<file path="src/rtl/taskfile_pkg.sv">
package taskfile_pkg;

   typedef enum logic [1:0] {
      TF_OP_READ  = 2'd0,
      TF_OP_WRITE = 2'd1,
      TF_OP_IDENT = 2'd2
   } tf_op_e;

   typedef struct packed {
      logic   known;
      tf_op_e op;
      logic   ext;
   } tf_dec_t;

   // slots of the paired-byte array
   localparam int SLOT_FEAT = 0;
   localparam int SLOT_CNT  = 1;
   localparam int SLOT_LOW  = 2;
   localparam int SLOT_MID  = 3;
   localparam int SLOT_HIGH = 4;
   localparam int SLOT_N    = 5;

endpackage

</file>
<file path="src/rtl/tf_byte_pair.sv">
module tf_byte_pair #(
   parameter int BYTE_W = 8
) (
   input  logic              clk,
   input  logic              rst_n,
   input  logic              we,
   input  logic [BYTE_W-1:0] din,
   output logic [BYTE_W-1:0] cur,
   output logic [BYTE_W-1:0] prev
);

   always_ff @(posedge clk) begin
      if (!rst_n) begin
         cur  <= '0;
         prev <= '0;
      end else if (we) begin
         prev <= cur;
         cur  <= din;
      end
   end

   // older slot receives the byte that was current before the write
   p_shift_pair_r2: assert property (@(posedge clk) disable iff (!rst_n)
      we |=> (prev == $past(cur)) && (cur == $past(din)));

   // without a write both slots hold
   p_hold_pair_r2: assert property (@(posedge clk) disable iff (!rst_n)
      !we |=> $stable(cur) && $stable(prev));

endmodule

</file>
<file path="src/rtl/tf_opcode_decode.sv">
module tf_opcode_decode
   import taskfile_pkg::*;
#(
   parameter int BYTE_W = 8,
   parameter bit EXT_EN = 1'b1
) (
   input  logic [BYTE_W-1:0] opcode,
   output tf_dec_t           dec
);

   localparam logic [BYTE_W-1:0] OPC_RD   = BYTE_W'(8'h20);
   localparam logic [BYTE_W-1:0] OPC_WR   = BYTE_W'(8'h30);
   localparam logic [BYTE_W-1:0] OPC_RDX  = BYTE_W'(8'h24);
   localparam logic [BYTE_W-1:0] OPC_WRX  = BYTE_W'(8'h34);
   localparam logic [BYTE_W-1:0] OPC_IDN  = BYTE_W'(8'hec);

   tf_dec_t base_dec;

   always_comb begin
      base_dec = '{known: 1'b0, op: TF_OP_READ, ext: 1'b0};
      unique case (opcode)
         OPC_RD:  base_dec = '{known: 1'b1, op: TF_OP_READ,  ext: 1'b0};
         OPC_WR:  base_dec = '{known: 1'b1, op: TF_OP_WRITE, ext: 1'b0};
         OPC_RDX: base_dec = '{known: 1'b1, op: TF_OP_READ,  ext: 1'b1};
         OPC_WRX: base_dec = '{known: 1'b1, op: TF_OP_WRITE, ext: 1'b1};
         OPC_IDN: base_dec = '{known: 1'b1, op: TF_OP_IDENT, ext: 1'b0};
         default: base_dec = '{known: 1'b0, op: TF_OP_READ,  ext: 1'b0};
      endcase
   end

   generate
      if (EXT_EN) begin : g_ext
         assign dec = base_dec;
      end else begin : g_noext
         // extended opcodes become unknown when 48-bit support is off
         assign dec = '{known: base_dec.known & ~base_dec.ext,
                        op:    base_dec.op,
                        ext:   1'b0};
      end
   endgenerate

   always_comb begin
      if (dec.ext) assert (dec.known && dec.op != TF_OP_IDENT);
   end

endmodule

</file>
<file path="src/rtl/tf_field_assemble.sv">
module tf_field_assemble #(
   parameter int BYTE_W = 8,
   parameter int NIB_W  = 4
) (
   input  logic              ext,
   input  logic [BYTE_W-1:0] low_cur,
   input  logic [BYTE_W-1:0] low_prev,
   input  logic [BYTE_W-1:0] mid_cur,
   input  logic [BYTE_W-1:0] mid_prev,
   input  logic [BYTE_W-1:0] high_cur,
   input  logic [BYTE_W-1:0] high_prev,
   input  logic [BYTE_W-1:0] cnt_cur,
   input  logic [BYTE_W-1:0] cnt_prev,
   input  logic [BYTE_W-1:0] feat_cur,
   input  logic [BYTE_W-1:0] feat_prev,
   input  logic [NIB_W-1:0]  dev_nib,
   output logic [6*BYTE_W-1:0] lba,
   output logic [2*BYTE_W-1:0] count,
   output logic [2*BYTE_W-1:0] feature
);

   localparam int LBA_W   = 6 * BYTE_W;
   localparam int SHORT_W = 3 * BYTE_W + NIB_W;
   localparam int WORD_W  = 2 * BYTE_W;
   localparam logic [WORD_W-1:0] FULL_SHORT = WORD_W'(1) << BYTE_W;

   logic [LBA_W-1:0]  lba_long, lba_short;
   logic [WORD_W-1:0] cnt_long, cnt_short;

   assign lba_long  = {high_prev, mid_prev, low_prev, high_cur, mid_cur, low_cur};
   assign lba_short = {{(LBA_W-SHORT_W){1'b0}}, dev_nib, high_cur, mid_cur, low_cur};

   assign cnt_long  = {cnt_prev, cnt_cur};
   assign cnt_short = (cnt_cur == '0) ? FULL_SHORT : {{BYTE_W{1'b0}}, cnt_cur};

   assign lba     = ext ? lba_long : lba_short;
   assign count   = ext ? cnt_long : cnt_short;
   assign feature = ext ? {feat_prev, feat_cur} : {{BYTE_W{1'b0}}, feat_cur};

endmodule

</file>
<file path="src/rtl/taskfile_capture.sv">
module taskfile_capture
   import taskfile_pkg::*;
#(
   parameter int BYTE_W   = 8,
   parameter int IDX_W    = 3,
   parameter int FEAT_IDX = 0,
   parameter int CNT_IDX  = 1,
   parameter int LOW_IDX  = 2,
   parameter int MID_IDX  = 3,
   parameter int HIGH_IDX = 4,
   parameter int DEV_IDX  = 5,
   parameter int CMD_IDX  = 7,
   parameter bit EXT_EN   = 1'b1
) (
   input  logic                clk,
   input  logic                rst_n,
   input  logic                wr_en,
   input  logic [IDX_W-1:0]    wr_idx,
   input  logic [BYTE_W-1:0]   wr_data,
   output logic                cmd_valid,
   output logic                cmd_error,
   output logic [1:0]          cmd_op,
   output logic                cmd_ext,
   output logic [6*BYTE_W-1:0] cmd_lba,
   output logic [2*BYTE_W-1:0] cmd_count,
   output logic [2*BYTE_W-1:0] cmd_feature,
   output logic                cmd_drive1,
   output logic                cmd_lba_mode
);

   localparam int LBA_W    = 6 * BYTE_W;
   localparam int WORD_W   = 2 * BYTE_W;
   localparam int NIB_W    = 4;
   localparam int DRV_BIT  = 4;
   localparam int MODE_BIT = 6;
   localparam logic [IDX_W-1:0] IDX_DEV = IDX_W'(DEV_IDX);
   localparam logic [IDX_W-1:0] IDX_CMD = IDX_W'(CMD_IDX);
   localparam int SLOT_IDX [SLOT_N] = '{FEAT_IDX, CNT_IDX, LOW_IDX, MID_IDX, HIGH_IDX};

   generate
      if (BYTE_W < 8) begin : g_bad_w
         $error("taskfile_capture: BYTE_W must be at least 8");
      end
      if ((1 << IDX_W) <= CMD_IDX || (1 << IDX_W) <= DEV_IDX) begin : g_bad_idx
         $error("taskfile_capture: register index does not fit IDX_W");
      end
   endgenerate

   // paired byte registers
   logic [BYTE_W-1:0] cur_b  [SLOT_N];
   logic [BYTE_W-1:0] prev_b [SLOT_N];

   generate
      for (genvar g = 0; g < SLOT_N; g++) begin : g_pair
         logic slot_we;
         assign slot_we = wr_en && (wr_idx == IDX_W'(SLOT_IDX[g]));
         tf_byte_pair #(.BYTE_W(BYTE_W)) u_pair (
            .clk   (clk),
            .rst_n (rst_n),
            .we    (slot_we),
            .din   (wr_data),
            .cur   (cur_b[g]),
            .prev  (prev_b[g])
         );
      end
   endgenerate

   // single-byte device register
   logic [BYTE_W-1:0] dev_q;
   always_ff @(posedge clk) begin
      if (!rst_n)                          dev_q <= '0;
      else if (wr_en && wr_idx == IDX_DEV) dev_q <= wr_data;
   end

   // opcode decode on the write bus
   tf_dec_t dec;
   tf_opcode_decode #(.BYTE_W(BYTE_W), .EXT_EN(EXT_EN)) u_dec (
      .opcode (wr_data),
      .dec    (dec)
   );

   logic [LBA_W-1:0]  asm_lba;
   logic [WORD_W-1:0] asm_cnt, asm_feat;

   tf_field_assemble #(.BYTE_W(BYTE_W), .NIB_W(NIB_W)) u_asm (
      .ext       (dec.ext),
      .low_cur   (cur_b[SLOT_LOW]),
      .low_prev  (prev_b[SLOT_LOW]),
      .mid_cur   (cur_b[SLOT_MID]),
      .mid_prev  (prev_b[SLOT_MID]),
      .high_cur  (cur_b[SLOT_HIGH]),
      .high_prev (prev_b[SLOT_HIGH]),
      .cnt_cur   (cur_b[SLOT_CNT]),
      .cnt_prev  (prev_b[SLOT_CNT]),
      .feat_cur  (cur_b[SLOT_FEAT]),
      .feat_prev (prev_b[SLOT_FEAT]),
      .dev_nib   (dev_q[NIB_W-1:0]),
      .lba       (asm_lba),
      .count     (asm_cnt),
      .feature   (asm_feat)
   );

   logic cmd_hit;
   assign cmd_hit = wr_en && (wr_idx == IDX_CMD);

   always_ff @(posedge clk) begin
      if (!rst_n) begin
         cmd_valid    <= 1'b0;
         cmd_error    <= 1'b0;
         cmd_op       <= 2'd0;
         cmd_ext      <= 1'b0;
         cmd_lba      <= '0;
         cmd_count    <= '0;
         cmd_feature  <= '0;
         cmd_drive1   <= 1'b0;
         cmd_lba_mode <= 1'b0;
      end else begin
         cmd_valid <= cmd_hit && dec.known;
         cmd_error <= cmd_hit && !dec.known;
         if (cmd_hit && dec.known) begin
            cmd_op       <= dec.op;
            cmd_ext      <= dec.ext;
            cmd_lba      <= asm_lba;
            cmd_count    <= asm_cnt;
            cmd_feature  <= asm_feat;
            cmd_drive1   <= dev_q[DRV_BIT];
            cmd_lba_mode <= dev_q[MODE_BIT];
         end
      end
   end

   // a pulse only follows a command-register write
   p_valid_cause_r9: assert property (@(posedge clk) disable iff (!rst_n)
      cmd_valid |-> $past(wr_en && wr_idx == IDX_CMD));

   // the two pulses never coincide
   p_pulse_excl_r10: assert property (@(posedge clk) disable iff (!rst_n)
      !(cmd_valid && cmd_error));

   // the error pulse also needs a command write
   p_error_cause_r10: assert property (@(posedge clk) disable iff (!rst_n)
      cmd_error |-> $past(wr_en && wr_idx == IDX_CMD));

   // short addresses leave the upper bits clear
   p_short_upper_r4: assert property (@(posedge clk) disable iff (!rst_n)
      (cmd_valid && !cmd_ext) |-> (cmd_lba[LBA_W-1:3*BYTE_W+NIB_W] == '0));

   // a short-form count is never zero
   p_short_count_r7: assert property (@(posedge clk) disable iff (!rst_n)
      (cmd_valid && !cmd_ext) |-> (cmd_count != '0));

   // identify is never the extended form
   p_ident_short_r6: assert property (@(posedge clk) disable iff (!rst_n)
      (cmd_valid && cmd_op == 2'd2) |-> !cmd_ext);

endmodule

</file>
<file path="config.mk">
export PLATFORM = sky130hd
export DESIGN_NAME = taskfile_capture
export DESIGN_NICKNAME = d
export VERILOG_FILES = /design/src/rtl/taskfile_pkg.sv /design/src/rtl/tf_byte_pair.sv /design/src/rtl/tf_opcode_decode.sv /design/src/rtl/tf_field_assemble.sv /design/src/rtl/taskfile_capture.sv
export SDC_FILE = /design/constraint.sdc
export NUM_CORES = 1
export LEC_CHECK = 0
export ABC_AREA = 1
export ABC_CLOCK_PERIOD_IN_PS = 2150
export BUFFER_PORTS_ARGS = -buffer_cell sky130_fd_sc_hd__buf_2
export CAP_MARGIN = 20
export CORE_ASPECT_RATIO = 0.75
export CORE_UTILIZATION = 50
export DETAILED_ROUTE_END_ITERATION = 10
export PLACE_DENSITY = 0.75
export SLEW_MARGIN = 0
export SYNTH_ARGS = -nofsm -noshare
export SYNTH_HDL_FRONTEND = slang
export SYNTH_SLANG_ARGS = --single-unit
</file>
<file path="constraint.sdc">
create_clock -name clk -period 2.15 [get_ports clk]
set_clock_uncertainty 0.1 [all_clocks]
set_input_delay 0.645 -clock clk [delete_from_list [all_inputs] [get_ports clk]]
set_output_delay 0.645 -clock clk [all_outputs]
set_load 0.02 [all_outputs]
</file>
==> results of run 1 <==
## flip-flops by register name, summed over array words and instances (netlist names)
register and cells:
cmd_lba_mode 1, cmd_feature 16, cmd_ext 1, cmd_op 2, cmd_error 1, cmd_count 16, cmd_valid 1, g_pair.u_pair.cur 40
cmd_lba 48, dev_q 6, g_pair.u_pair.prev 40, cmd_drive1 1
## power by group through the flow
stage | logic (W) | registers [W] | clock network, W
2_1_floorplan | 0.000214 | 0.00336 | 0
3_3_place_gp | 0.000329 | 0.00336 | 0
3_5_place_dp | 0.000333 | 0.00336 | 0
4_1_cts | 0.000337 | 0.00329 | 0.00300
5_1_grt | 0.000377 | 0.00330 | 0.00313
6_report | 0.000338 | 0.00329 | 0.00297
## metal layers
layer	wire, um	global-route usage (%)
met2	7430	35.7
met5	0	0
met1	7990	33.6
met4	384	9.89
met3	983	5.92
## kinds of logic (layout without fill, tap and decap cells)
kind of cell,after synthesis,after routing
buffers and inverters,170,269
flip-flops,173,173
AND/OR/NAND/NOR,412,412
AO/OA/AOI/OAI,200,200
## final timing paths
kind                       startpoint                       end  slack, ns  cells past startpoint
max reg2reg   g_pair[1].u_pair.cur[4]              cmd_count[8]       1.10                      7
min          g_pair[4].u_pair.prev[4]  g_pair[4].u_pair.prev[4]       0.35                      2
max                       cmd_lba[28]               cmd_lba[28]       0.40                      1
min reg2reg  g_pair[4].u_pair.prev[4]  g_pair[4].u_pair.prev[4]       0.35                      2
## cell usage in the layout (no fill, tap or decap)
cell	synthesis	layout
inv_2	5	5
clkbuf_8	0	2
o21ai_0	87	87
clkinvlp_4	0	2
nand4_4	1	1
nand3_1	26	26
nor2_8	1	1
dfxtp_1	173	173
buf_12	0	10
clkinv_2	0	3
clkbuf_1	38	4
nor2_1	199	199
bufinv_16	0	2
clkinv_1	1	1
buf_2	12	99
inv_1	102	102
nor3_1	2	2
a21boi_0	4	4
clkbuf_16	0	17
nor2_4	1	1
nand4_1	8	8
nand2_1	152	152
nand3b_1	17	17
a21oi_1	109	109
nand2_2	5	5
buf_4	6	22
## cell type report
class | instances | area (um^2) | area share (%)
inverter | 108 | 405 | 4.92
clock buffer | 23 | 468 | 5.68
clock inverter | 7 | 90.1 | 1.09
timing repair buffer | 131 | 861 | 10.5
multi-input combinational | 612 | 2730 | 33.2
tap | 171 | 214 | 2.60
sequential | 173 | 3460 | 42.1
## worst min-delay path: stages, from the launching register on
cell and delay [ns]:
dfxtp_1 0.30, inv_1 0.06, a21oi_1 0.06
## per-stage QoR
step                hold WS, ns  util (%)  setup slack, ns  power, W  cells
floorplan                 0.330         -            0.322   0.00357    955
global placement          0.340      57.9            0.131   0.00369   1195
detailed placement        0.345      57.9            0.125   0.00370   1195
CTS                       0.355      62.2            0.404   0.00662   1225
global route              0.369      62.2            0.358   0.00681   1225
finish                    0.354      62.2            0.399   0.00660   1225
==> impl_metrics.ini, run 1 <==
[logic_synthesis]
synth.most_common_cell = nor2_1
synthArstFlopShare_pct = 0
netlist_area_um2 = 6900
synth_top_cell_by_area = dfxtp_1
yosys.area.top_type_share_pct = 50.2
synthFlopType = dfxtp_1
synth_xor_area_share_pct = 0
ys_warn_count = 0
ys_ff_latch = 173
synth.area.top_cells = dfxtp_1, nor2_1, nand2_1
synth_edf_count = 0
synth_top_family_by_area = simple AND/OR/NAND/NOR gates
yosys-top-cells-count = nor2_1, dfxtp_1, nand2_1, a21oi_1, inv_1
synth.yosys.seq_area_share_pct = 50.2
synth-simple-area-share_pct = 24.9
synth-compound-area-share_pct = 14.7
synthAdderAreaFrac_pct = 0
synth_nets = 969
synth.distinct_cells = 22
synth_mux_area_share_pct = 0
syn_area_per_cell_um2 = 7.22
synth_cells = 955

[sta]
tightestPinTransition_ns = 0.483
min_period_ns = 1.75
slew_viol_final = 0
setup_violations = 0
fin_crit_sh_pct = 81.4
slew_headroom_pct = 67.6
setup_tns_ns = 0
hold_violations = 0
rsz0062_at_grt = no
maxClockFrequency_mhz = 571

[cts]
ctsHoldBuffers = 0
cts_tree = done
cts_buffers = 17
ctsResizeCount = 0
clkSinkCount = 173
cts_post_setup_buffers_inserted = 0
clock-root-buffer = clkbuf_16
clk_latency_ns = 0.43
htreeDepth = 4
clk_pin_slew_ns = 0.06
clk_path_buf_depth = 2

[place]
gp_congestion = 0.838
hpwl_um = 10700
port-buffer-count = 100
post_dp_cell_area_um2 = 7670

[power]
power.density_nw_per_um2 = 802
p_clk_share_pct = 45.0
irDropWorstVdd_uv = 543
sw_frac_of_total_pct = 22.3
intPower_w = 0.00513
pwr-share-seq_pct = 49.9
power_frac_comb_pct = 5.1
netSwitchingPower_w = 0.00147
p_leak_nw = 3.94

[grt]
overflow = 0
grt_max_degree = 91
grt_usage_pct = 24.2
antenna_found_initial = 0
first_global_vias = 5363
grt_pass1_wl_um = 26800

[run_status]
status = completed

[setup_path]
path_class = reg -> out
critical_path.cell_chain = buf_2
worstPathArrival_ns = 1.01
worst_path_largest_cell_delay_ns = 0.39
worst_setup_path_end_kind = primary output
cp-start-kind = flip-flop
critPathBufInv = 1
cpMaxStageDelayCell = dfxtp_1
crit_required_ns = 1.40
crit_fanout = 2
cp_top_family = flip-flops

[drt]
viasPerCell = 5.01
routed_wirelength_um = 16800
drt_iter0_drc = 637
drtPass1Iterations = 5
wl_per_cell_um = 13.7
ant_nets = 0
drc = 0
dr_total_vias = 6142

[floorplan]
die_h_um = 104
core_area_um2 = 13200
dieArea_um2 = 14300
num_rows = 36
pin_count = 101
start_util_pct = 52.1
die_x_um = 138

[job]
drv_cap = 0

[finish]
fin_area_um2 = 8230
drive_gt1_share_pct = 16.1
diodes = 0
fillCellCount = 1230
area_delta_synth_final_pct = 19.3
finalNetCount = 1057

[hold_path]
holdCritPathClass = reg -> reg
(Power assumes the default switching activity.)
==> run 2, diff against run 1 <==
--- a/config.mk
+++ b/config.mk
@@ -6,13 +6,13 @@
 export NUM_CORES = 1
 export LEC_CHECK = 0
 export ABC_AREA = 1
-export ABC_CLOCK_PERIOD_IN_PS = 2150
+export ABC_CLOCK_PERIOD_IN_PS = 1550
 export BUFFER_PORTS_ARGS = -buffer_cell sky130_fd_sc_hd__buf_2
 export CAP_MARGIN = 20
 export CORE_ASPECT_RATIO = 0.75
 export CORE_UTILIZATION = 50
 export DETAILED_ROUTE_END_ITERATION = 10
-export PLACE_DENSITY = 0.75
+export PLACE_DENSITY = 0.78
 export SLEW_MARGIN = 0
 export SYNTH_ARGS = -nofsm -noshare
 export SYNTH_HDL_FRONTEND = slang
==> constraint.sdc (replaced) <==
create_clock -name clk -period 1.55 [get_ports clk]
set_clock_uncertainty 0.1 [all_clocks]
set_input_delay 0.465 -clock clk [delete_from_list [all_inputs] [get_ports clk]]
set_output_delay 0.465 -clock clk [all_outputs]
set_load 0.02 [all_outputs]
==> run 2 against run 1 <==
Die area unchanged. Flip-flop and latch count unchanged. Core utilization up 3.0 points. Clock-buffer cell count down 3. Worst hold slack worse by 0.035 ns. Largest cell class unchanged. Largest power group unchanged.
==> impl_metrics.ini, run 2 (synthesized netlist as in run 1, its figures left out) <==
[setup_path]
reg2reg_to = cmd_count[8]
cpMaxStageDelayCell = dfxtp_1
crit_required_ns = 0.98
critPathBufInv = 1
rrSetupSlack_ns = 0.42
cp_top_family = flip-flops
r2r-start = g_pair[1].u_pair.cur[7]
r2r_cells = 7
worst_path_largest_cell_delay_ns = 0.36
worst_setup_path_end_kind = primary output
crit_fanout = 2
path_class = reg -> out
worstPathArrival_ns = 0.96
critical_path.cell_chain = buf_2
cp-start-kind = flip-flop

[finish]
fillCellCount = 1145
final_cell_mix = nor2_1, dfxtp_1, nand2_1
largestRegisters = cmd_lba: 48 flops, g_pair.u_pair.cur: 40 flops, g_pair.u_pair.prev: 40 flops
layout_commonest_cell = nor2_1
largest_reg_flops = 48
fin_cells = 1267
fin_area_um2 = 8620
drive_gt1_share_pct = 19.9
finalNetCount = 1097
top_register = cmd_lba
diodes = 0
area_delta_synth_final_pct = 25.0

[hold_path]
hold_depth = 3
holdCritPathClass = in -> reg
whs_endpoint = g_pair[3].u_pair.cur[5]
min-delay-start = wr_data[5]

[floorplan]
pin_count = 101
num_rows = 36
die_h_um = 104
die_x_um = 138
dieArea_um2 = 14300
core_area_um2 = 13200
start_util_pct = 52.1

[power]
power.density_nw_per_um2 = 1050
netSwitchingPower_w = 0.00217
intPower_w = 0.00691
p_leak_nw = 4.14
p_clk_share_pct = 43.7
sw_frac_of_total_pct = 23.9
power_frac_comb_pct = 6.0
irDropWorstVdd_uv = 1010
pwr-share-seq_pct = 50.3

[place]
numPlacedInstances = 1235
hpwl_um = 11900
gp_congestion = 0.884
port-buffer-count = 100
post_dp_cell_area_um2 = 8030

[drt]
wl_met2_um = 7670
wl_met3_um = 1150
wl_per_cell_um = 13.7
drc = 0
ant_nets = 0
drt_iter0_drc = 430
wl_met1_um = 8240
drtPass1Iterations = 5
viasPerCell = 5.06
top_layer_used = met4
routed_wirelength_um = 17300
dr_total_vias = 6413

[grt]
grt_pass1_wl_um = 28000
grt_usage_pct = 25.2
first_global_vias = 5731
grt_max_degree = 53
antenna_found_initial = 0
overflow = 0

[job]
drv_cap = 0

[sta]
slew_headroom_pct = 74.9
setup_violations = 0
maxClockFrequency_mhz = 655
slew_viol_final = 0
min_period_ns = 1.53
hold_violations = 0
tightestPinTransition_ns = 0.376
worst_hold_slack_ns = 0.320
rsz0062_at_grt = no
fin_crit_sh_pct = 98.5

[cts]
cts_buffers = 17
clk_pin_slew_ns = 0.07
clkSinkCount = 173
cts_post_setup_buffers_inserted = 0
cts_tree = done
clk_latency_ns = 0.42
clock-root-buffer = clkbuf_16
clk_path_buf_depth = 2
htreeDepth = 4
ctsHoldBuffers = 0

[run_status]
status = completed
==> run 2: cell types whose count changed in the layout (fill, tap and decap cells not counted), sizes merged <==
cell,before,now
buf,131,171
clkinv,4,9
clkbuf,23,20
bufinv,2,0
inv,107,109
==> run 2: worst max-delay path by stage <==
stage                   start               to  slack, ns  cells past startpoint
2_1_floorplan      wr_data[7]  cmd_feature[10]     -0.004                     11
5_1_grt        cmd_feature[5]   cmd_feature[5]      0.002                      1
4_1_cts            cmd_lba[5]       cmd_lba[5]      0.004                      1
6_report          cmd_lba[24]      cmd_lba[24]       0.02                      1
3_3_place_gp       wr_data[7]       cmd_drive1      -0.29                     10
3_5_place_dp       wr_data[7]       cmd_drive1      -0.32                     10
==> run 2: stage by stage <==
stage	util [%]	total power [W]	setup slack, ns	TNS, ns
finish	65.1	0.00907	0.0228	0
global route	65.1	0.00936	0.00208	0
CTS	64.9	0.00911	0.00384	0
detailed placement	60.7	0.00519	-0.323	-24.91
global placement	60.7	0.00518	-0.292	-20.16
floorplan	-	0.00497	-0.00383	-0.00383
==> run 2: metal layers <==
metal	global-route usage [%]	vias up
li1	-	3260
met1	35.3	2923
met2	38.0	206
met3	5.68	24
met4	8.08	0
met5	0	-
==> run 2: what timing repair did <==
action,4_1_cts,5_1_grt
endpoints found under the hold margin,0,0
gates resized for setup,3,12
setup endpoints to repair,2,11
==> run 2: worst min-delay path, cell delays in order <==
cell	delay, ns
buf_2	0.14
o21ai_0	0.16
a21oi_1	0.04
==> run 2: area by class of cell <==
class | instances | area [um^2] | area share (%)
Clock buffer | 20 | 467 | 5.41
Clock inverter | 12 | 87.6 | 1.02
Inverter | 108 | 434 | 5.03
Multi-Input combinational cell | 612 | 2750 | 31.9
Sequential cell | 173 | 3470 | 40.2
Tap cell | 171 | 214 | 2.48
Timing Repair Buffer | 171 | 1210 | 14.0
==> run 2: power groups by stage <==
stage	Combinational [W]	Sequential, W	Clock [W]
2_1_floorplan	0.000309	0.00466	0
3_3_place_gp	0.000518	0.00466	0
3_5_place_dp	0.000528	0.00466	0
4_1_cts	0.000534	0.00456	0.00401
5_1_grt	0.000595	0.00457	0.00419
6_report	0.000541	0.00457	0.00397
==> run 3, diff against run 2 <==
--- a/config.mk
+++ b/config.mk
@@ -10,6 +10,7 @@
 export BUFFER_PORTS_ARGS = -buffer_cell sky130_fd_sc_hd__buf_2
 export CAP_MARGIN = 20
 export CORE_ASPECT_RATIO = 0.75
+export CORE_MARGIN = 3
 export CORE_UTILIZATION = 50
 export DETAILED_ROUTE_END_ITERATION = 10
 export PLACE_DENSITY = 0.78
==> run 3 against run 2 <==
Cell area is 0.19% lower. Sequential share of layout area is 0.11 points higher. Wire length rose by 1.4%. Critical endpoint is now cmd_lba[31]. Largest cell class unchanged.
==> impl_metrics.ini, run 3 (synthesized netlist as in run 1, its figures left out) <==
[cts]
cts_post_setup_buffers_inserted = 0
clk_path_buf_depth = 2
clk_latency_ns = 0.42
ctsHoldBuffers = 0
htreeDepth = 4
clkSinkCount = 173
cts_buffers = 17
clock-root-buffer = clkbuf_16
cts_tree = done
clk_pin_slew_ns = 0.06
ctsResizeCount = 5

[drt]
top_layer_used = met4
ant_nets = 0
dr_total_vias = 6314
drt_iter0_drc = 569
wl_met2_um = 7830
wl_per_cell_um = 14.0
drc = 0
wl_met1_um = 8440
routed_wirelength_um = 17600
drtPass1Iterations = 5
viasPerCell = 5.02
wl_met3_um = 1110

[setup_path]
crit_required_ns = 0.98
worst_path_largest_cell_delay_ns = 0.36
critical_path.cell_chain = buf_2
worstPathArrival_ns = 0.97
path_class = reg -> out
worst_setup_path_end_kind = primary output
cpMaxStageDelayCell = dfxtp_1
cp_top_family = flip-flops
crit_fanout = 2
cp-start-kind = flip-flop
critPathBufInv = 1

[power]
p_leak_nw = 4.13
irDropWorstVdd_uv = 818
power.density_nw_per_um2 = 1090

[grt]
grt_max_degree = 45
first_global_vias = 5723
overflow = 0
grt_pass1_wl_um = 28700
grt_usage_pct = 23.7
antenna_found_initial = 0

[place]
gp_congestion = 0.863
hpwl_um = 11900
port-buffer-count = 100
post_dp_cell_area_um2 = 7970

[job]
drv_cap = 0

[finish]
area_delta_synth_final_pct = 24.8
top_register = cmd_lba
fillCellCount = 1149
final_cell_mix = nor2_1, dfxtp_1, nand2_1
largestRegisters = cmd_lba: 48 flops, g_pair.u_pair.cur: 40 flops, g_pair.u_pair.prev: 40 flops
drive_gt1_share_pct = 19.1
fin_area_um2 = 8610
layout_commonest_cell = nor2_1
utilization_pct = 65.0
finalNetCount = 1089
largest_reg_flops = 48
diodes = 0

[sta]
hold_violations = 0
fin_crit_sh_pct = 98.9
maxClockFrequency_mhz = 652
worst_hold_slack_ns = 0.352
min_period_ns = 1.53
slew_headroom_pct = 73.3
tightestPinTransition_ns = 0.396
rsz0062_at_grt = no
slew_viol_final = 0
setup_violations = 0

[floorplan]
pin_count = 101
die_x_um = 142
start_util_pct = 52.1
die_h_um = 108
core_area_um2 = 13200
dieArea_um2 = 15300
num_rows = 36

[hold_path]
holdCritPathClass = reg -> reg

[run_status]
status = completed
## run 3: cell count changes in the layout (fill, tap and decap cells not counted), sizes merged
cell and delta:
clkinvlp +1, inv -2, bufinv +3, buf -9
clkbuf +3, clkinv -4
## run 3: worst reg2reg max path: stages, from the launching register on
cell     delay [ns]
dfxtp_1        0.34
nor2_1         0.15
nand3_1        0.09
nor2_1         0.17
nand2_1        0.08
nand2_1        0.08
nor2_1         0.04
nor2_1         0.08
## run 3: power by group
group / switching, W / total, W / leakage (nW) / internal (W)
combinational: 0.000344 / 0.000534 / 2.45 / 0.000190
clock: 0.00175 / 0.00432 / 0.280 / 0.00258
sequential: 0.0000392 / 0.00457 / 1.40 / 0.00453
total: 0.00213 / 0.00942 / 4.13 / 0.00729
## run 3: layout make-up
class | count | area, um^2 | area share [%]
clock buffer | 22 | 454 | 5.28
multi-input combinational | 612 | 2750 | 32.0
clock inverter | 10 | 140 | 1.63
timing repair buffer | 163 | 1140 | 13.3
sequential | 173 | 3470 | 40.3
inverter | 108 | 434 | 5.04
tap | 171 | 214 | 2.49
## run 3: through the flow
step | total power (W) | instances | setup TNS, ns | setup slack [ns]
after floorplan | 0.00497 | 955 | -0.00383 | -0.00383
after global placement | 0.00517 | 1227 | -23.12 | -0.258
after detailed placement | 0.00518 | 1227 | -28.62 | -0.296
after CTS | 0.00945 | 1259 | 0 | 0.00426
after global routing | 0.00970 | 1259 | 0 | 0.000700
final | 0.00942 | 1259 | 0 | 0.0165
## run 3: routing by layer
metal  track usage [%]  vias up
met1              33.9     2868
met5                 0        -
li1                  -     3239
met3              4.53       20
met2              35.9      187
met4              8.01        0
## run 3: worst paths after layout
check,startpoint,end,slack (ns),depth (start not counted)
worst max-delay path,cmd_lba[31],cmd_lba[31],0.02,1
worst min-delay path,g_pair[4].u_pair.prev[1],g_pair[4].u_pair.prev[1],0.35,2
worst max register to register,g_pair[1].u_pair.cur[7],cmd_count[8],0.36,7
worst min register to register,g_pair[4].u_pair.prev[1],g_pair[4].u_pair.prev[1],0.35,2
